**src/rtl/irq_flag_pkg.sv**
```systemverilog
package irq_flag_pkg;

  localparam int DATA_W = 16;
  localparam int ADDR_W = 3;
  localparam int IDX_W  = $clog2(DATA_W);

  typedef enum logic [ADDR_W-1:0] {
    A_FLAGS = 3'd0,
    A_SET   = 3'd1,
    A_CLR   = 3'd2,
    A_EN    = 3'd3,
    A_CTL   = 3'd4
  } regAddr_t;

  // strobes from the decode side to the state side
  typedef struct packed {
    logic [DATA_W-1:0] setMask;
    logic [DATA_W-1:0] clrMask;
    logic [DATA_W-1:0] ackMask;
    logic [DATA_W-1:0] enData;
    logic              enWe;
    logic              gieWe;
    logic              gieData;
  } ctlStrobe_t;

  function automatic logic [DATA_W-1:0] lineMask(input int first, input int last);
    logic [DATA_W-1:0] m;
    m = '0;
    for (int b = 0; b < DATA_W; b++)
      if (b >= first && b <= last) m[b] = 1'b1;
    return m;
  endfunction

endpackage

```
**src/rtl/irq_flag_ctrl.sv**
```systemverilog
module irq_flag_ctrl
  import irq_flag_pkg::*;
#(
  parameter int FIRST_LINE = 4,
  parameter int LAST_LINE  = 15,
  parameter int NMI_POS    = 1
) (
  input  logic              busWrEn,
  input  logic [ADDR_W-1:0] busAddr,
  input  logic [DATA_W-1:0] busWrData,
  input  logic              supervisor,
  input  logic              ackValid,
  input  logic [IDX_W-1:0]  ackIndex,
  output ctlStrobe_t        strobes
);

  localparam logic [DATA_W-1:0] LINE_MASK = lineMask(FIRST_LINE, LAST_LINE);
  localparam logic [DATA_W-1:0] ACK_MASK  = LINE_MASK | (DATA_W'(1) << NMI_POS);

  logic [DATA_W-1:0] ackHit;

  // one comparator per flag position; only real flags may be acknowledged
  for (genvar b = 0; b < DATA_W; b++) begin : g_ack
    if (ACK_MASK[b]) begin : g_hit
      assign ackHit[b] = ackValid && (ackIndex == IDX_W'(b));
    end else begin : g_none
      assign ackHit[b] = 1'b0;
    end
  end

  always_comb begin
    strobes         = '0;
    strobes.ackMask = ackHit;
    strobes.enData  = busWrData & LINE_MASK;
    strobes.gieData = busWrData[0];
    if (busWrEn) begin
      case (regAddr_t'(busAddr))
        A_SET:   strobes.setMask = busWrData & LINE_MASK;
        A_CLR:   strobes.clrMask = busWrData & LINE_MASK;
        A_EN:    strobes.enWe    = supervisor;
        A_CTL:   strobes.gieWe   = 1'b1;
        default: ;
      endcase
    end
  end

  // a single bus write drives at most one register action
  always_comb begin
    p_one_action_r4: assert ($onehot0({|strobes.setMask, |strobes.clrMask,
                                       strobes.enWe, strobes.gieWe}));
  end

endmodule

```
**src/rtl/irq_flag_dp.sv**
```systemverilog
module irq_flag_dp
  import irq_flag_pkg::*;
#(
  parameter int FIRST_LINE = 4,
  parameter int LAST_LINE  = 15,
  parameter int NMI_POS    = 1
) (
  input  logic              clk,
  input  logic              rstN,
  input  logic [DATA_W-1:0] irqIn,
  input  logic              nmiIn,
  input  ctlStrobe_t        strobes,
  input  logic [ADDR_W-1:0] rdAddr,
  output logic [DATA_W-1:0] rdData,
  output logic              irqPending,
  output logic [IDX_W-1:0]  irqIndex
);

  localparam logic [DATA_W-1:0] LINE_MASK = lineMask(FIRST_LINE, LAST_LINE);
  localparam logic [DATA_W-1:0] NMI_MASK  = DATA_W'(1) << NMI_POS;
  localparam logic [DATA_W-1:0] FLAG_MASK = LINE_MASK | NMI_MASK;

  logic [DATA_W-1:0] flagsQ, flagsD;
  logic [DATA_W-1:0] enQ;
  logic              gieQ;
  logic [DATA_W-1:0] sampleIn, prevQ, evtBits;
  logic [DATA_W-1:0] eligible;

  assign sampleIn = (irqIn & LINE_MASK) | ({DATA_W{nmiIn}} & NMI_MASK);

  // next state per flag position; an arriving edge outranks any clear
  for (genvar b = 0; b < DATA_W; b++) begin : g_flag
    if (FLAG_MASK[b]) begin : g_live
      assign evtBits[b] = sampleIn[b] & ~prevQ[b];
      assign flagsD[b]  = (flagsQ[b] & ~(strobes.clrMask[b] | strobes.ackMask[b]))
                        | strobes.setMask[b] | evtBits[b];
    end else begin : g_dead
      assign evtBits[b] = 1'b0;
      assign flagsD[b]  = 1'b0;
    end
  end

  always_ff @(posedge clk) begin
    if (!rstN) begin
      flagsQ <= '0;
      prevQ  <= '0;
      enQ    <= '0;
      gieQ   <= 1'b0;
    end else begin
      flagsQ <= flagsD;
      prevQ  <= sampleIn;
      if (strobes.enWe)  enQ  <= strobes.enData & LINE_MASK;
      if (strobes.gieWe) gieQ <= strobes.gieData;
    end
  end

  always_comb begin
    case (regAddr_t'(rdAddr))
      A_FLAGS: rdData = flagsQ;
      A_EN:    rdData = enQ;
      A_CTL:   rdData = {{(DATA_W-1){1'b0}}, gieQ};
      default: rdData = '0;
    endcase
  end

  assign eligible   = (flagsQ & enQ & LINE_MASK & {DATA_W{gieQ}}) | (flagsQ & NMI_MASK);
  assign irqPending = |eligible;

  // fixed priority: lowest number wins
  always_comb begin
    irqIndex = '0;
    for (int i = DATA_W - 1; i >= 0; i--)
      if (eligible[i]) irqIndex = IDX_W'(i);
  end

  p_unused_zero_r6: assert property (@(posedge clk) disable iff (!rstN)
    ((flagsQ & ~FLAG_MASK) == '0) && ((enQ & ~LINE_MASK) == '0));

  p_event_wins_r7: assert property (@(posedge clk) disable iff (!rstN)
    (|evtBits) |=> ((flagsQ & $past(evtBits)) == $past(evtBits)));

  p_clear_takes_r5: assert property (@(posedge clk) disable iff (!rstN)
    (|(strobes.clrMask & ~evtBits)) |=> ((flagsQ & $past(strobes.clrMask & ~evtBits)) == '0));

  p_enable_hold_r8: assert property (@(posedge clk) disable iff (!rstN)
    !strobes.enWe |=> $stable(enQ));

  p_gie_gate_r9: assert property (@(posedge clk) disable iff (!rstN)
    (!gieQ && !flagsQ[NMI_POS]) |-> !irqPending);

  p_nmi_first_r10: assert property (@(posedge clk) disable iff (!rstN)
    flagsQ[NMI_POS] |-> (irqPending && irqIndex == IDX_W'(NMI_POS)));

  p_idle_index_r11: assert property (@(posedge clk) disable iff (!rstN)
    !irqPending |-> (irqIndex == '0));

endmodule

```
**src/rtl/irq_flag_ctl.sv**
```systemverilog
module irq_flag_ctl
  import irq_flag_pkg::*;
#(
  parameter int FIRST_LINE = 4,
  parameter int LAST_LINE  = 15,
  parameter int NMI_POS    = 1
) (
  input  logic              clk,
  input  logic              rstN,
  input  logic [DATA_W-1:0] irqIn,
  input  logic              nmiIn,
  input  logic              supervisor,
  input  logic              busWrEn,
  input  logic [ADDR_W-1:0] busAddr,
  input  logic [DATA_W-1:0] busWrData,
  output logic [DATA_W-1:0] busRdData,
  input  logic              ackValid,
  input  logic [IDX_W-1:0]  ackIndex,
  output logic              irqPending,
  output logic [IDX_W-1:0]  irqIndex
);

  ctlStrobe_t strobes;

  irq_flag_ctrl #(.FIRST_LINE(FIRST_LINE), .LAST_LINE(LAST_LINE), .NMI_POS(NMI_POS)) u_ctrl (
    .busWrEn   (busWrEn),
    .busAddr   (busAddr),
    .busWrData (busWrData),
    .supervisor(supervisor),
    .ackValid  (ackValid),
    .ackIndex  (ackIndex),
    .strobes   (strobes)
  );

  irq_flag_dp #(.FIRST_LINE(FIRST_LINE), .LAST_LINE(LAST_LINE), .NMI_POS(NMI_POS)) u_dp (
    .clk       (clk),
    .rstN      (rstN),
    .irqIn     (irqIn),
    .nmiIn     (nmiIn),
    .strobes   (strobes),
    .rdAddr    (busAddr),
    .rdData    (busRdData),
    .irqPending(irqPending),
    .irqIndex  (irqIndex)
  );

  // a user-mode write to the enables leaves their readback unchanged
  p_user_lock_r8: assert property (@(posedge clk) disable iff (!rstN)
    (busWrEn && busAddr == A_EN && !supervisor) |=> (busAddr != A_EN || busWrEn || $stable(busRdData)));

endmodule

```
**config.mk**
```make
export PLATFORM = sky130hd
export DESIGN_NAME = irq_flag_ctl
export DESIGN_NICKNAME = d
export VERILOG_FILES = /design/src/rtl/irq_flag_pkg.sv /design/src/rtl/irq_flag_ctrl.sv /design/src/rtl/irq_flag_dp.sv /design/src/rtl/irq_flag_ctl.sv
export SDC_FILE = /design/constraint.sdc
export NUM_CORES = 1
export LEC_CHECK = 0
export ABC_AREA = 1
export CORE_MARGIN = 3
export CORE_UTILIZATION = 47
export CTS_BUF_LIST = sky130_fd_sc_hd__clkbuf_8
export DETAILED_ROUTE_END_ITERATION = 6
export PLACE_DENSITY = 0.88
export SYNTH_ARGS = -nofsm -noshare
export SYNTH_HDL_FRONTEND = slang
export SYNTH_SLANG_ARGS = --single-unit
```
**constraint.sdc**
```tcl
create_clock -name clk -period 1.53 [get_ports clk]
set_input_delay 0.2295 -clock clk [delete_from_list [all_inputs] [get_ports clk]]
set_output_delay 0.2295 -clock clk [all_outputs]
set_load 0.05 [all_outputs]
```
# Yosys cells after proc, flatten, opt, wreduce, memory -nomap -nowiden
# Cells that the tools add are included.
# Widths: inputs -> output; s select.
[totals]
inputBits = 45
output_inout_bits = 21
ff_bits = 45
[classes]
muxes = 23
eq_ne = 17
n_reduce_logical = 15
bitwise = 95
[ops]
columns = ["operator", "count"]
rows = [
  ["$mux 4", 16],
  ["$pmux 16 s3", 1],
  ["$or 1x1->1", 39],
  ["$and 16x16->16", 2],
  ["$eq 4x4->1 const B", 8],
  ["$mux 16", 2],
  ["$mux 32", 1],
  ["$or 16x2->16", 2],
  ["$and 1x1->1", 26],
  ["$not 1->1", 26],
  ["$eq 4x3->1 const B", 4],
  ["$reduce_or 16->1", 1],
  ["$logic_and 1x1->1", 13],
  ["$eq 3x2->1 const B", 2],
  ["$eq 4x1->1 const B", 1],
  ["$eq 3x1->1 const B", 1],
  ["$eq 3x3->1 const B", 1],
  ["$logic_not 3->1", 1],
  ["$mux 1", 2],
  ["$mux 2", 1],
]

# Logic depth before layout (Yosys ltp)
[logic_depth]
ltp_word = 19
mapped_depth = 14
depth_no_buf = 14

# Hierarchy
# Synthesis repeated with hierarchy kept, for this count alone.
[unflattened]
hier_cells = 363
area_unflattened_um2 = 2309.7
[modules_own_cells]
columns = ["mod", "n_inst", "area_each_um2", "cells_each", "seq_area_each_um2"]
rows = [
  ["irq_flag_dp", 1, 1789.2, 260, 780.7],
  ["irq_flag_ctrl", 1, 520.5, 103, 0.0],
]

# Least setup slack after synthesis
# No wires, ideal clock.
[synth_path]
path_type = "input-to-output"
start = "input port busAddr[0]"
end = "output port busRdData[15]"
cell_stages = 4
t_required_ns = 1.300
setup_slack_ns = -0.592
path_buffers = 1
arrival_ns = 1.892
path_cell_list = "inv_1 clkbuf_1 nand2_1 o21ai_0"
[synth_via]
elab_chain_len = 2
word_cells_on_any_way = 4
[synth_rtl]
columns = ["element", "line", "source"]
rows = [
  ["start, declared", "irq_flag_ctl.sv:14", "input logic [ADDR_W-1:0] busAddr,"],
  ["$eq 3x3->1, or another cell as far along", "irq_flag_dp.sv:58", "case (regAddr_t'(rdAddr))"],
  ["$pmux 16 s3 (*)", "irq_flag_dp.sv:58", ""],
  ["end, declared", "irq_flag_ctl.sv:16", "output logic [DATA_W-1:0] busRdData,"],
]
# Every way passes the cells marked *; elsewhere a longest branch is shown, timed or not.

# Worst setup path after layout
[layout_path]
start = "register u_dp.gieQ"
end = "output port irqIndex[0]"
[layout_via]
elab_chain_len = 18
[layout_rtl]
columns = ["element", "line", "source"]
rows = [
  ["start, declared", "irq_flag_dp.sv:25", "logic gieQ;"],
  ["start signal, assigned", "irq_flag_dp.sv:53", "if (strobes.gieWe) gieQ <= strobes.gieData;"],
  ["$and 16x16->16 (*)", "irq_flag_dp.sv:66", "assign eligible = (flagsQ & enQ & LINE_MASK & {DATA_W{gieQ}}) | (flagsQ & NMI_MASK);"],
  ["$or 16x2->16 (*)", "irq_flag_dp.sv:66", ""],
  ["$mux 4 (15 in series)", "irq_flag_dp.sv:73", "if (eligible[i]) irqIndex = IDX_W'(i);"],
  ["$mux 4 (*)", "irq_flag_dp.sv:73", ""],
  ["end, declared", "irq_flag_ctl.sv:20", "output logic [IDX_W-1:0] irqIndex"],
]
# Marks and branches as above.

==> metrics.txt <==
critical path data required time=between 1000 and 1500 ps; die area=~0.0051 mm²; max incr delay on CP=400 ps; total design power=between 0.002 and 0.0025 W; top-area cell type share of the netlist area=0.390; vias=2386; Sink Count=39; Max Cap Viol=0; PwrDens=750 mW/mm²; clock transition at the registers of the reported paths=70 ps; RSZ-0062 raised after global routing=yes; CP Launch Type=register; most frequent cells in the layout=nand2_1 (54), nand3_1 (49), inv_1 (37), dfxtp_1 (35), clkdlybuf4s50_1 (34); CP arrival=1650 ps; Area contributors post-synth=dfxtp_1 (39%), nand3_1 (14%), nand2_1 (11%); LEAKAGE=1.45 nW; critical-path maximum fanout=6; die span in y=71.2 µm; Post-DP Area=0.00298 mm²; final hold slack=439 ps; initial drt markers=254; outcome=finished with violations; total negative setup slack=-1590 ps; Initial Util=0.493; metal2 WL=3100 µm; die width=71.2 µm; Synth cell types=23; vias per inst=between 5 and 6; pin count of the biggest net entering global routing=25; Area growth, synth to finish=59.7%; Max Freq=533 MHz; gpl congestion=0.889; M1 wire length=2510 µm; clk_lat worst skew=about 300 ps; DRC Markers=0; ratio of cells with drive above 1 in the final layout=0.247; clk_skew=1.15 ps; DR WL/cell=15.0 µm; total routed wirelength=6370 µm; first-pass GRT wire length=between 10000 and 15000 µm; Hold Buf Count CTS=0; failing checks=negative setup slack; register area share after synthesis=0.390; yosys warns=0; biggest area consumer among synthesized cells=dfxtp_1; CTS tree=yes; core area=about 0.0041 mm²; I/O Buffers=56; Seq cells post-synth=39; Setup CP Type=register to output port; Multi-input gate area=0.00111 mm²; Top cell by count, worst path=nand2_1; clock tree root driver cell=clkbuf_8; maximum clock path buffer count=2; initial antenna violation count=0; Final Hold Fails=0; nets@finish=420; CTS Buf Count=5; cell count after synthesis=between 200 and 300; crit share post-route=1.23; DR pass1 iterations=5; grt total ovfl=0; clock period minus worst slack=1880 ps; final worst slack=-346 ps; Syn Std Cell Area=0.00200 mm²; fin. max-slew vios=0; total track usage=0.256; Setup crit end kind=output port; io pins=66; vias in the first global route=2220; H-tree depth=2; final-report setup violation count=5; FF/Latch Area=788 µm²; HPWL after detailed placement=4550 µm; Tightest Hold Check Type=register to register; post-route ant nets=0; # rows=23; crit path cell chain=buf_4 > nand3_2 > nand2_1 > nand2_1 > nand2_1 > nand2_1 > nand2_1 > nand2_1 > nand2_1 > nand2_1 > nand2_2 > buf_12; max layer used=met4; final core utilization=0.788; Avg Inst Size Synth=6.76 µm²; commonest non-fill, non-tap cell in the layout=nand2_1; design area=0.00320 mm²; WL met3=537 µm; maximum vdd ir drop=0.000464 V; Fill cells=between 200 and 300; Slowest cell on crit path=dfxtp_4; diode count=0
worst max-delay path: cells and delay by family, from the launching register on:
family	cells	cell delay [ps]
and+or+nand+nor	10	630
DFF	1	400
buffers and inverters	2	320
cells in the mapped netlist (all sizes together):
cell / number
nand2: 56
nand3: 56
dfxtp: 39
inv: 39
nor2: 37
o21ai: 17
a31oi: 13
a32o: 11
buf: 11
clkbuf: 6
nor3: 5
a21oi: 2
a31o: 1
conb: 1
nand4: 1
o22ai: 1
sequential cells by signal (all words and copies together), names as in the netlist:
signal and flops:
u_dp.enQ 12, u_dp.flagsQ 13, u_dp.gieQ 1, u_dp.prevQ 13
layer usage:
metal  vias to the layer above  global-route usage
li1                       1140                   -
met1                      1080               0.320
met2                       139               0.416
met3                        27              0.0575
met4                         0               0.123
met5                         -                   0
kinds of logic (layout without fill, tap and decap cells):
kind of cell,Yosys count,after routing,share of synthesized area
AOI/OAI and AO/OA,45,45,0.151
other,1,2,0.00187
and+or+nand+nor,155,155,0.341
buffers and inverters,56,135,0.116
DFF,39,39,0.390
repair_timing:
action,CTS,global route
setup buffers,2,1
setup endpoints to repair,19,16
resized for setup,28,10
pin swaps,4,1
report_power, final:
part	switching [W]	internal (W)
clock network	0.000349	0.000404
registers	0.0000438	0.00107
logic	0.000275	0.000254
stage by stage:
step | cells | worst slack, ps
floorplan | 297 | 12.8
global placement | 415 | -268
detailed placement | 415 | -303
CTS | 425 | -323
global route | 426 | -468
finish | 426 | -346
cell type report:
class                   instances  share of cell area
flip-flops and latches         39               0.247
inverters                      39              0.0458
clock buffers                   7              0.0301
well taps                      50              0.0196
repair buffers                 88               0.310
multi-input cells             202               0.347
clock inverters                 1             0.00117
final timing paths:
check / from / endpoint / slack, ps / depth (start not counted)
max: u_dp.gieQ / irqIndex[0] / -350 / 12
max reg2reg: u_dp.flagsQ[9] / u_dp.flagsQ[9] / 700 / 3
min: u_dp.prevQ[1] / u_dp.flagsQ[1] / 440 / 1
min reg2reg: u_dp.prevQ[1] / u_dp.flagsQ[1] / 440 / 1
(Power assumes the default switching activity.)
